File: config.mk
export PLATFORM = sky130hd
export DESIGN_NAME = flash_read_seq
export DESIGN_NICKNAME = d
export VERILOG_FILES = /design/src/rtl/flrd_pkg.sv /design/src/rtl/flrd_lanes.sv /design/src/rtl/flrd_skid.sv /design/src/rtl/flash_read_seq.sv
export SDC_FILE = /design/constraint.sdc
export NUM_CORES = 1
export LEC_CHECK = 0
export BUFFER_PORTS_ARGS = -buffer_cell sky130_fd_sc_hd__buf_2
export CORE_AREA = 2 2 128 130
export DETAILED_ROUTE_END_ITERATION = 12
export DIE_AREA = 0 0 130 132
export PLACE_DENSITY = 0.7
export SKIP_CTS_REPAIR_TIMING = 1
export SYNTH_ARGS = -nofsm -noshare
export SYNTH_HDL_FRONTEND = slang
export SYNTH_SLANG_ARGS = --single-unit
export TNS_END_PERCENT = 100
File: constraint.sdc
create_clock -name clk -period 8.6 [get_ports clk]
set_clock_uncertainty 0.05 [all_clocks]
set_input_delay 1.29 -clock clk [delete_from_list [all_inputs] [get_ports clk]]
set_output_delay 1.29 -clock clk [all_outputs]
set_load 0.02 [all_outputs]
File: src/rtl/flrd_pkg.sv
package flrd_pkg;

  typedef enum logic [2:0] {
    ST_IDLE, ST_CMD, ST_ADDR, ST_DUMMY, ST_DATA, ST_END
  } seq_st_t;

  // log2 of the number of active lines
  typedef enum logic [1:0] {
    LW_ONE  = 2'd0,
    LW_TWO  = 2'd1,
    LW_FOUR = 2'd2
  } lane_w_t;

  function automatic lane_w_t addr_width(input logic [1:0] mode);
    case (mode)
      2'd1:    return LW_TWO;
      2'd2:    return LW_FOUR;
      default: return LW_ONE;
    endcase
  endfunction

  function automatic lane_w_t data_width(input logic [1:0] mode);
    return mode[1] ? LW_FOUR : LW_TWO;
  endfunction

  function automatic logic [3:0] lane_mask(input lane_w_t w);
    case (w)
      LW_TWO:  return 4'h3;
      LW_FOUR: return 4'hF;
      default: return 4'h1;
    endcase
  endfunction

endpackage

File: src/rtl/flrd_lanes.sv
module flrd_lanes
  import flrd_pkg::*;
#(
  parameter int SH_W = 24
) (
  input  logic [SH_W-1:0] tx_sh,
  input  lane_w_t         tx_w,
  input  lane_w_t         rx_w,
  input  logic [3:0]      sio_in,
  input  logic [7:0]      rx_cur,
  output logic [3:0]      tx_lanes,
  output logic [7:0]      rx_next
);

  // Highest pending bit goes to the highest active line.
  always_comb begin
    case (tx_w)
      LW_TWO:  tx_lanes = {2'b00, tx_sh[SH_W-1], tx_sh[SH_W-2]};
      LW_FOUR: tx_lanes = tx_sh[SH_W-1 -: 4];
      default: tx_lanes = {3'b000, tx_sh[SH_W-1]};
    endcase
  end

  always_comb begin
    case (rx_w)
      LW_TWO:  rx_next = {rx_cur[5:0], sio_in[1:0]};
      LW_FOUR: rx_next = {rx_cur[3:0], sio_in};
      default: rx_next = {rx_cur[6:0], sio_in[1]};
    endcase
  end

endmodule

File: src/rtl/flrd_skid.sv
module flrd_skid #(
  parameter int W = 8
) (
  input  logic         clk,
  input  logic         rst,
  input  logic         push,
  input  logic [W-1:0] din,
  output logic         full,
  output logic         out_valid,
  output logic [W-1:0] out_data,
  input  logic         out_ready
);

  logic [W-1:0] mem [2];
  logic         wp, rp;
  logic [1:0]   cnt;
  logic         pop;

  assign pop       = out_valid && out_ready;
  assign out_valid = (cnt != 2'd0);
  assign full      = (cnt == 2'd2);
  assign out_data  = mem[rp];

  always_ff @(posedge clk) begin
    if (push) mem[wp] <= din;
  end

  always_ff @(posedge clk) begin
    if (rst) begin
      wp  <= 1'b0;
      rp  <= 1'b0;
      cnt <= 2'd0;
    end else begin
      if (push) wp <= ~wp;
      if (pop)  rp <= ~rp;
      cnt <= cnt + 2'(push) - 2'(pop);
    end
  end

  AST_NO_OVERFLOW: assert property (@(posedge clk) disable iff (rst)
    full |-> !push);

  AST_HOLD_WHILE_BLOCKED: assert property (@(posedge clk) disable iff (rst)
    (out_valid && !out_ready) |=> (out_valid && $stable(out_data)));

endmodule

File: src/rtl/flash_read_seq.sv
module flash_read_seq
  import flrd_pkg::*;
#(
  parameter int ADDR_W  = 24,
  parameter int CNT_W   = 16,
  parameter int DUMMY_W = 4
) (
  input  logic               clk,
  input  logic               rst,
  input  logic               go,
  input  logic [7:0]         cmd_op,
  input  logic [ADDR_W-1:0]  cmd_addr,
  input  logic [CNT_W-1:0]   cmd_len_m1,
  input  logic [1:0]         cmd_mode,
  input  logic [DUMMY_W-1:0] cmd_dummy,
  output logic               busy,
  output logic               spi_sclk,
  output logic               spi_cs_n,
  output logic [3:0]         sio_out,
  output logic [3:0]         sio_oe,
  input  logic [3:0]         sio_in,
  output logic [7:0]         rd_data,
  output logic               rd_valid,
  input  logic               rd_ready
);

  localparam int BEAT_W = ($clog2(ADDR_W) > DUMMY_W) ? $clog2(ADDR_W) : DUMMY_W;
  localparam logic [BEAT_W-1:0] ONE      = BEAT_W'(1);
  localparam logic [BEAT_W-1:0] CMD_LAST = BEAT_W'(7);

  seq_st_t              st, n_st;
  logic                 half, n_half;
  logic [BEAT_W-1:0]    beat, n_beat;
  logic [CNT_W-1:0]     bytes, n_bytes;
  logic [ADDR_W-1:0]    sh, n_sh, sh_adv, addr_q;
  lane_w_t              lw, n_lw, alw, dlw;
  logic [7:0]           rx, n_rx, rx_gather;
  logic                 n_sclk, n_csn;
  logic [3:0]           n_oe, tx_lanes;
  logic [1:0]           mode_q;
  logic [DUMMY_W-1:0]   dummy_q;
  logic [BEAT_W-1:0]    a_last, byte_last;
  logic                 push, skid_full, stall;

  assign alw  = addr_width(mode_q);
  assign dlw  = data_width(mode_q);
  assign busy = (st != ST_IDLE);

  always_comb begin
    case (alw)
      LW_TWO:  a_last = BEAT_W'(ADDR_W / 2 - 1);
      LW_FOUR: a_last = BEAT_W'(ADDR_W / 4 - 1);
      default: a_last = BEAT_W'(ADDR_W - 1);
    endcase
    byte_last = (dlw == LW_FOUR) ? BEAT_W'(1) : BEAT_W'(3);
    case (lw)
      LW_TWO:  sh_adv = sh << 2;
      LW_FOUR: sh_adv = sh << 4;
      default: sh_adv = sh << 1;
    endcase
  end

  // Hold SCLK low at a byte boundary while the buffer cannot take another byte.
  assign stall = (st == ST_DATA) && (beat == byte_last) && skid_full;

  always_comb begin
    n_st = st; n_half = half; n_beat = beat; n_bytes = bytes;
    n_sh = sh; n_lw = lw; n_rx = rx;
    n_sclk = spi_sclk; n_csn = spi_cs_n; n_oe = sio_oe;
    push = 1'b0;
    case (st)
      ST_IDLE: begin
        if (go) begin
          n_st    = ST_CMD;
          n_csn   = 1'b0;
          n_half  = 1'b0;
          n_sh    = {cmd_op, {(ADDR_W-8){1'b0}}};
          n_lw    = LW_ONE;
          n_beat  = CMD_LAST;
          n_oe    = 4'h1;
          n_bytes = cmd_len_m1;
        end
      end
      ST_END: n_st = ST_IDLE;
      default: begin
        if (!half) begin
          if (!stall) begin
            n_sclk = 1'b1;
            n_half = 1'b1;
            if (st == ST_DATA) begin
              n_rx = rx_gather;
              push = (beat == '0);
            end
          end
        end else begin
          n_sclk = 1'b0;
          n_half = 1'b0;
          if (beat != '0) begin
            n_beat = beat - ONE;
            if (st == ST_CMD || st == ST_ADDR) n_sh = sh_adv;
          end else begin
            case (st)
              ST_CMD: begin
                n_st   = ST_ADDR;
                n_sh   = addr_q;
                n_lw   = alw;
                n_beat = a_last;
                n_oe   = lane_mask(alw);
              end
              ST_ADDR: begin
                n_oe = 4'h0;
                if (dummy_q != '0) begin
                  n_st   = ST_DUMMY;
                  n_beat = BEAT_W'(dummy_q) - ONE;
                end else begin
                  n_st   = ST_DATA;
                  n_lw   = dlw;
                  n_beat = byte_last;
                end
              end
              ST_DUMMY: begin
                n_st   = ST_DATA;
                n_lw   = dlw;
                n_beat = byte_last;
              end
              default: begin
                if (bytes == '0) begin
                  n_st  = ST_END;
                  n_csn = 1'b1;
                end else begin
                  n_bytes = bytes - CNT_W'(1);
                  n_beat  = byte_last;
                end
              end
            endcase
          end
        end
      end
    endcase
  end

  flrd_lanes #(.SH_W(ADDR_W)) u_lanes (
    .tx_sh    (n_sh),
    .tx_w     (n_lw),
    .rx_w     (lw),
    .sio_in   (sio_in),
    .rx_cur   (rx),
    .tx_lanes (tx_lanes),
    .rx_next  (rx_gather)
  );

  flrd_skid #(.W(8)) u_skid (
    .clk       (clk),
    .rst       (rst),
    .push      (push),
    .din       (rx_gather),
    .full      (skid_full),
    .out_valid (rd_valid),
    .out_data  (rd_data),
    .out_ready (rd_ready)
  );

  always_ff @(posedge clk) begin
    if (st == ST_IDLE && go) begin
      addr_q  <= cmd_addr;
      mode_q  <= cmd_mode;
      dummy_q <= cmd_dummy;
    end
  end

  always_ff @(posedge clk) begin
    if (rst) begin
      st       <= ST_IDLE;
      half     <= 1'b0;
      beat     <= '0;
      bytes    <= '0;
      sh       <= '0;
      lw       <= LW_ONE;
      rx       <= '0;
      spi_sclk <= 1'b0;
      spi_cs_n <= 1'b1;
      sio_oe   <= 4'h0;
      sio_out  <= 4'h0;
    end else begin
      st       <= n_st;
      half     <= n_half;
      beat     <= n_beat;
      bytes    <= n_bytes;
      sh       <= n_sh;
      lw       <= n_lw;
      rx       <= n_rx;
      spi_sclk <= n_sclk;
      spi_cs_n <= n_csn;
      sio_oe   <= n_oe;
      sio_out  <= tx_lanes & n_oe;
    end
  end

  AST_DESELECT_CLOCK_IDLE: assert property (@(posedge clk) disable iff (rst)
    spi_cs_n |-> !spi_sclk);

  AST_OPCODE_ONE_LINE: assert property (@(posedge clk) disable iff (rst)
    (st == ST_CMD) |-> (sio_oe == 4'h1));

  AST_SHORT_HIGH_PHASE: assert property (@(posedge clk) disable iff (rst)
    $rose(spi_sclk) |=> $fell(spi_sclk));

  AST_BUS_RELEASED: assert property (@(posedge clk) disable iff (rst)
    (st == ST_DUMMY || st == ST_DATA) |-> (sio_oe == 4'h0));

  AST_STALL_NO_EDGE: assert property (@(posedge clk) disable iff (rst)
    (skid_full && !rd_ready) |=> !$rose(spi_sclk));

endmodule

==> results.sh, run 1 <==
export IMPL_gr_total_overflow=0
export IMPL_preCtsSetupSlack_ns=5.46
export IMPL_synthArstFlopShare_pct=0
export IMPL_p_leak_uw=0.00276
export IMPL_cts_root_buf="clkbuf_16"
export IMPL_tns_ns=0
export IMPL_cp_slowest_cell="dfxtp_1"
export IMPL_path_max_fanout=39
export IMPL_hold_viol=0
export IMPL_synth_edf_count=46
export IMPL_numCtsBuffers=17
export IMPL_ys_seq_area_share_pct=46.1
export IMPL_post_route_period_util_pct=42.3
export IMPL_rows=46
export IMPL_hold_depth=2
export IMPL_hold_end="sio_oe[3]"
export IMPL_ir_drop_v=0.000132
export IMPL_syn_to_final_growth_pct=18.8
export IMPL_cp_slowest_stage_delay_ns=0.83
export IMPL_clock_sinks=119
export IMPL_min_path_type="reg2reg"
export IMPL_wl_met1_um=7120
export IMPL_diodes=0
export IMPL_synth_flop_cell="dfxtp_1"
export IMPL_place_area_um2=6730
export IMPL_synth_top_area_share_pct=23.7
export IMPL_dr_wl_met2_um=7070
export IMPL_synth_commonest_cells="74 x nand2_1, 74 x nor2_1, 73 x dfxtp_1"
export IMPL_routed_wl_um=15300
export IMPL_grt_pass1_wl_um=24700
export IMPL_path_class="reg2out"
export IMPL_worstHoldStart="sio_oe[3]"
export IMPL_vias_per_cell=5.54
export IMPL_drcViolationCount=0
export IMPL_finalMaxSlewViolations=0
export IMPL_clock_path_buffers=2
export IMPL_setup_ws_ns=4.96
export IMPL_worst_setup_path_end_kind="output pin"
export IMPL_synth_fp_nets=758
export IMPL_worstPathArrival_ns=2.30
export IMPL_top_layer="met4"
export IMPL_grt_max_degree=67
export IMPL_clkLatencyLatePin_ns=0.42
export IMPL_syn_instance_count=681
export IMPL_antenna_found_initial=0
export IMPL_initial_core_util_pct=39.3
export IMPL_critical_path_top_delay_family="buffers and inverters"
export IMPL_yosys_top_cells_area="dfxtp_1 24%, edfxtp_1 22%, a22oi_1 6.8%"
export IMPL_max_freq_mhz=275
export IMPL_finalSetupViolations=0
export IMPL_worst_pin_slew_ns=1.09
export IMPL_drive_gt1_share_pct=18.9
export IMPL_reg2reg_slack_ns=5.45
export IMPL_drt_iter0_markers=581
export IMPL_cts_tree="yes"
export IMPL_fin_area_um2=7330
export IMPL_avgRoutedWirePerCell_um=15.8
export IMPL_grt_pass1_vias=4861
export IMPL_die_h_um=132
export IMPL_gr_usage_all_layers_pct=18.0
export IMPL_met3WireLength_um=756
export IMPL_htree_levels=4
export IMPL_maxCapViolCount=0
export IMPL_critical_path_buf_inv_count=3
export IMPL_maxSlewHeadroom_pct=27.2
export IMPL_worstPathRequired_ns=7.26
export IMPL_portBuffers=81
export IMPL_synth_area_um2=6170
export IMPL_post_route_util_pct=46.6
export IMPL_start_kind="flip-flop"
export IMPL_drtPass1Iterations=5
export IMPL_ant_nets=0
export IMPL_layout_min_cycle_time_ns=3.64
export IMPL_worstPathCellList="nor3_2 -> buf_4 -> inv_1 -> buf_2"
export IMPL_synth_cell_types=56
export IMPL_syn_area_per_cell_um2=9.06
export IMPL_reg2reg_depth=9
export IMPL_power_density_nw_per_um2=318
export IMPL_crit_path_start="st[2]"
export IMPL_clkTransAtPathRegs_ns=0.06
export IMPL_nets=816
export IMPL_synth_top_area_cell="dfxtp_1"
export IMPL_place_congestion=0.866
export IMPL_io_pins=82
export IMPL_vias=5364
export IMPL_status="finished clean"
export IMPL_die_area_um2=17200
export IMPL_rsz0062_at_grt="false"
export IMPL_rr_endpoint="sio_out[0]"
export IMPL_synth_seq_cells=119
export IMPL_dpl_hpwl_um=9810
export IMPL_timing_rr_start="st[2]"
export IMPL_core_area_um2=15700
export IMPL_yosys_warnings=0
export IMPL_fp_dieW_um=130
[worst max path at each step]
| stage | end | slack [ns] | depth (start not counted) |
|---|---|---|---|
| 3_3_place_gp | busy | 5.50 | 4 |
| 4_1_cts | busy | 5.00 | 4 |
| 5_1_grt | busy | 4.88 | 4 |
| 2_1_floorplan | sio_out[2] | 3.73 | 7 |
| 3_5_place_dp | busy | 5.46 | 4 |
| 6_report | busy | 4.96 | 4 |
[cell usage in the layout, fill, tap and decap left out, types with 5 or more instances in the layout]
cell type | Yosys | routed
buf_2 | 4 | 81
nand2_1 | 74 | 74
nor2_1 | 74 | 74
dfxtp_1 | 73 | 73
a22oi_1 | 56 | 56
o21ai_0 | 56 | 56
edfxtp_1 | 46 | 46
a21oi_1 | 26 | 26
inv_1 | 25 | 25
a22o_1 | 19 | 19
clkbuf_16 | 0 | 17
mux2i_1 | 15 | 15
nor3_1 | 18 | 15
ha_1 | 15 | 15
nand3_1 | 10 | 10
mux2_2 | 10 | 10
buf_4 | 0 | 9
nor2b_1 | 8 | 8
o31ai_1 | 7 | 7
and2_1 | 7 | 7
a211oi_1 | 7 | 7
o22ai_1 | 5 | 5
o41ai_1 | 5 | 5
xor2_1 | 5 | 5
nand2b_1 | 5 | 5
[worst reg2reg max path, cell delays in order, from the launching register on]
cell      delay [ns]
dfxtp_1         0.83
nor2_1          0.27
o21ai_0         0.71
o21ai_0         0.20
a21oi_1         0.20
a21oi_1         0.09
ha_1            0.34
nor2b_1         0.17
nand2_1         0.08
o211ai_1        0.15
[area by class of cell]
cell class                 instances  area (µm²)
clock buffer                      19         453
inverter                          25        93.8
sequential                       119        2840
fill                            1482        8380
timing repair buffer              90         473
tap                              216         270
clock inverter                    13         146
multi-input combinational        486        3050
[metal layers]
layer  vias to the layer above  track usage, %
met1                      2507            24.9
li1                       2650               -
met4                         0            8.30
met2                       181            27.3
met3                        26            3.37
met5                         -               0
[cells by family after synthesis]
kind of cell | after synthesis | synth area share [%]
XOR/XNOR | 8 | 1.14
adder cells (fa/ha/maj) | 15 | 3.04
multiplexers | 25 | 4.26
buffers and inverters | 76 | 4.71
AO/OA/AOI/OAI | 219 | 24.7
flip-flops | 119 | 46.1
AND/OR/NAND/NOR | 219 | 16.1
[registers in the layout, summed over array words and instances (netlist names), named ones only]
register    flops
addr_q         24
sh             24
bytes          16
u_skid.mem     16
rx              7
beat            5
dummy_q         4
sio_oe          4
sio_out         4
st              3
lw              2
mode_q          2
u_skid.cnt      2
half            1
spi_cs_n        1
spi_sclk        1
u_skid.rp       1
u_skid.wp       1
[stage by stage]
step           instances  hold slack (ns)  power (µW)
6_report             968            0.453        2330
5_1_grt              968            0.481        2470
4_1_cts              968            0.452        2330
3_5_place_dp         936            0.440        1610
3_3_place_gp         936            0.427        1610
2_1_floorplan        681            0.407        1400
[power by group]
part | switching, µW | internal (µW) | total [µW]
logic | 537 | 297 | 834
clock network | 268 | 444 | 712
registers | 96.3 | 690 | 786
total | 901 | 1430 | 2330
Note: power is estimated with default switching activity, not from simulation.
==> inputs of run 2 (changes only) <==
--- a/config.mk
+++ b/config.mk
@@ -9,7 +9,7 @@
 export CORE_AREA = 2 2 128 130
 export DETAILED_ROUTE_END_ITERATION = 12
 export DIE_AREA = 0 0 130 132
-export PLACE_DENSITY = 0.7
+export PLACE_DENSITY = 0.72
 export SKIP_CTS_REPAIR_TIMING = 1
 export SYNTH_ARGS = -nofsm -noshare
 export SYNTH_HDL_FRONTEND = slang
==> constraint.sdc (replaced) <==
create_clock -name clk -period 3 [get_ports clk]
set_clock_uncertainty 0.05 [all_clocks]
set_input_delay 0.45 -clock clk [delete_from_list [all_inputs] [get_ports clk]]
set_output_delay 0.45 -clock clk [all_outputs]
set_load 0.02 [all_outputs]
==> run 2 against run 1 <==
Sequential power increased to 2.9 times the previous value; critical path depth increased by 4; register-to-register slack got worse by 5.1 ns; non-clock buffer count up 16; first-iteration DRC count fell by 18%; core utilization up 0.72 points; clock power grew to 2.8 times the previous value; combinational power increased to 3.0 times the previous value; total power grew to 2.9 times the previous value; cell count rose by 1.7%; global-route usage fell by 0.061 points; via count up 2.0%; largest cell class unchanged.
==> results.sh, run 2 (synthesis results as in run 1) <==
export IMPL_rr_endpoint="bytes[2]"
export IMPL_core_area_um2=15700
export IMPL_maxSlewHeadroom_pct=47.9
export IMPL_max_freq_mhz=376
export IMPL_dpl_hpwl_um=10300
export IMPL_fin_area_um2=7440
export IMPL_grt_pass1_vias=4843
export IMPL_cp_endpoint="bytes[2]"
export IMPL_die_h_um=132
export IMPL_power_internal_uw=4220
export IMPL_place_area_um2=6860
export IMPL_path_class="reg2reg"
export IMPL_clock_sinks=119
export IMPL_clkTransAtPathRegs_ns=0.06
export IMPL_worstPathArrival_ns=2.92
export IMPL_path_max_fanout=30
export IMPL_p_sw_share_pct=37.6
export IMPL_die_area_um2=17200
export IMPL_avgRoutedWirePerCell_um=15.4
export IMPL_p_leak_uw=0.00282
export IMPL_final_common_cell="buf_2"
export IMPL_grt_max_degree=54
export IMPL_portBuffers=81
export IMPL_vias_per_cell=5.56
export IMPL_hold_viol=0
export IMPL_reg2reg_depth=8
export IMPL_grt_pass1_wl_um=24700
export IMPL_clock_path_buffers=2
export IMPL_worst_setup_path_end_kind="flip-flop"
export IMPL_crit_path_start="beat[0]"
export IMPL_routed_wl_um=15100
export IMPL_status="finished clean"
export IMPL_start_kind="flip-flop"
export IMPL_ir_drop_v=0.000340
export IMPL_vias=5473
export IMPL_drcViolationCount=0
export IMPL_timing_rr_start="beat[0]"
export IMPL_ant_nets=0
export IMPL_maxCapViolCount=0
export IMPL_rows=46
export IMPL_initial_core_util_pct=39.3
export IMPL_drt_iter0_markers=478
export IMPL_pwr_share_comb_pct=36.9
export IMPL_gr_usage_all_layers_pct=18.0
export IMPL_numCtsBuffers=17
export IMPL_worst_pin_slew_ns=0.781
export IMPL_cts_tree="yes"
export IMPL_power_uw=6760
export IMPL_finalSetupViolations=0
export IMPL_diodes=0
export IMPL_syn_to_final_growth_pct=20.7
export IMPL_power_density_nw_per_um2=908
export IMPL_htree_levels=4
export IMPL_nets=832
export IMPL_clkPwrFrac_pct=29.8
export IMPL_antenna_found_initial=0
export IMPL_rsz0062_at_grt="false"
export IMPL_reg2reg_slack_ns=0.34
export IMPL_min_path_type="in2reg"
export IMPL_fp_dieW_um=130
export IMPL_gr_total_overflow=0
export IMPL_layout_common_cells="81 x buf_2, 74 x nand2_1, 74 x nor2_1, 73 x dfxtp_1"
export IMPL_clkLatencyLatePin_ns=0.41
export IMPL_place_congestion=0.847
export IMPL_cts_root_buf="clkbuf_16"
export IMPL_seqPwrFrac_pct=33.3
export IMPL_top_regs="addr_q x24, sh x24"
export IMPL_post_route_period_util_pct=88.6
export IMPL_layout_min_cycle_time_ns=2.66
export IMPL_finalMaxSlewViolations=0
export IMPL_io_pins=82
export IMPL_worstPathRequired_ns=3.26
export IMPL_drive_gt1_share_pct=19.8
export IMPL_drtPass1Iterations=5
export IMPL_p_sw_uw=2540
export IMPL_tns_ns=0
run 2: cell types whose count changed in the layout (fill, tap and decap cells not counted), sizes merged:
| cell | change |
|---|---|
| buf | +16 |
| bufinv | +1 |
| clkinv | -1 |
| clkinvlp | +1 |
| inv | -1 |
run 2: worst min path at each step:
stage / from / slack [ns] / cells past startpoint / to
2_1_floorplan: bytes[14] / 0.41 / 2 / bytes[14]
3_3_place_gp: sio_oe[3] / 0.42 / 2 / sio_oe[3]
3_5_place_dp: sio_oe[3] / 0.42 / 2 / sio_oe[3]
4_1_cts: cmd_addr[22] / 0.14 / 1 / addr_q[22]
5_1_grt: cmd_addr[18] / 0.14 / 1 / addr_q[18]
6_report: cmd_addr[15] / 0.16 / 1 / addr_q[15]
run 2: critical path: stages, from the launching register on:
cell and delay [ns]:
dfxtp_1 0.33, inv_1 0.09, ha_1 0.20, or4b_1 0.51
o32a_1 0.36, a311oi_2 0.24, buf_4 0.33, o21ai_0 0.16
a32o_1 0.28
run 2: metal layers:
metal	GRT usage, %	wire, µm
met5	0	0
met4	7.35	273
met3	3.73	881
met2	27.2	6990
met1	25.0	7000
run 2: cell type report:
cell class	instances	area, µm²
Clock inverter	13	154
Tap cell	216	270
Multi-Input combinational cell	486	3060
Sequential cell	119	2840
Inverter	25	93.8
Timing Repair Buffer	106	593
Fill cell	1482	8270
Clock buffer	19	433
run 2: power groups by stage:
| stage | combinational (µW) | sequential (µW) | clock [µW] |
|---|---|---|---|
| 2_1_floorplan | 1820 | 2190 | 0 |
| 3_3_place_gp | 2440 | 2270 | 0 |
| 3_5_place_dp | 2460 | 2280 | 0 |
| 4_1_cts | 2480 | 2250 | 2060 |
| 5_1_grt | 2760 | 2290 | 2130 |
| 6_report | 2500 | 2250 | 2010 |
run 2: stage by stage:
step / std cells / setup WS (ns) / utilization (%) / hold slack [ns]
after floorplan: 681 / 0.0488 / - / 0.407
after global placement: 952 / 0.483 / 43.6 / 0.422
after detailed placement: 952 / 0.348 / 43.6 / 0.419
after CTS: 984 / 0.337 / 47.4 / 0.138
after global routing: 984 / 0.0429 / 47.4 / 0.137
final: 984 / 0.341 / 47.4 / 0.155
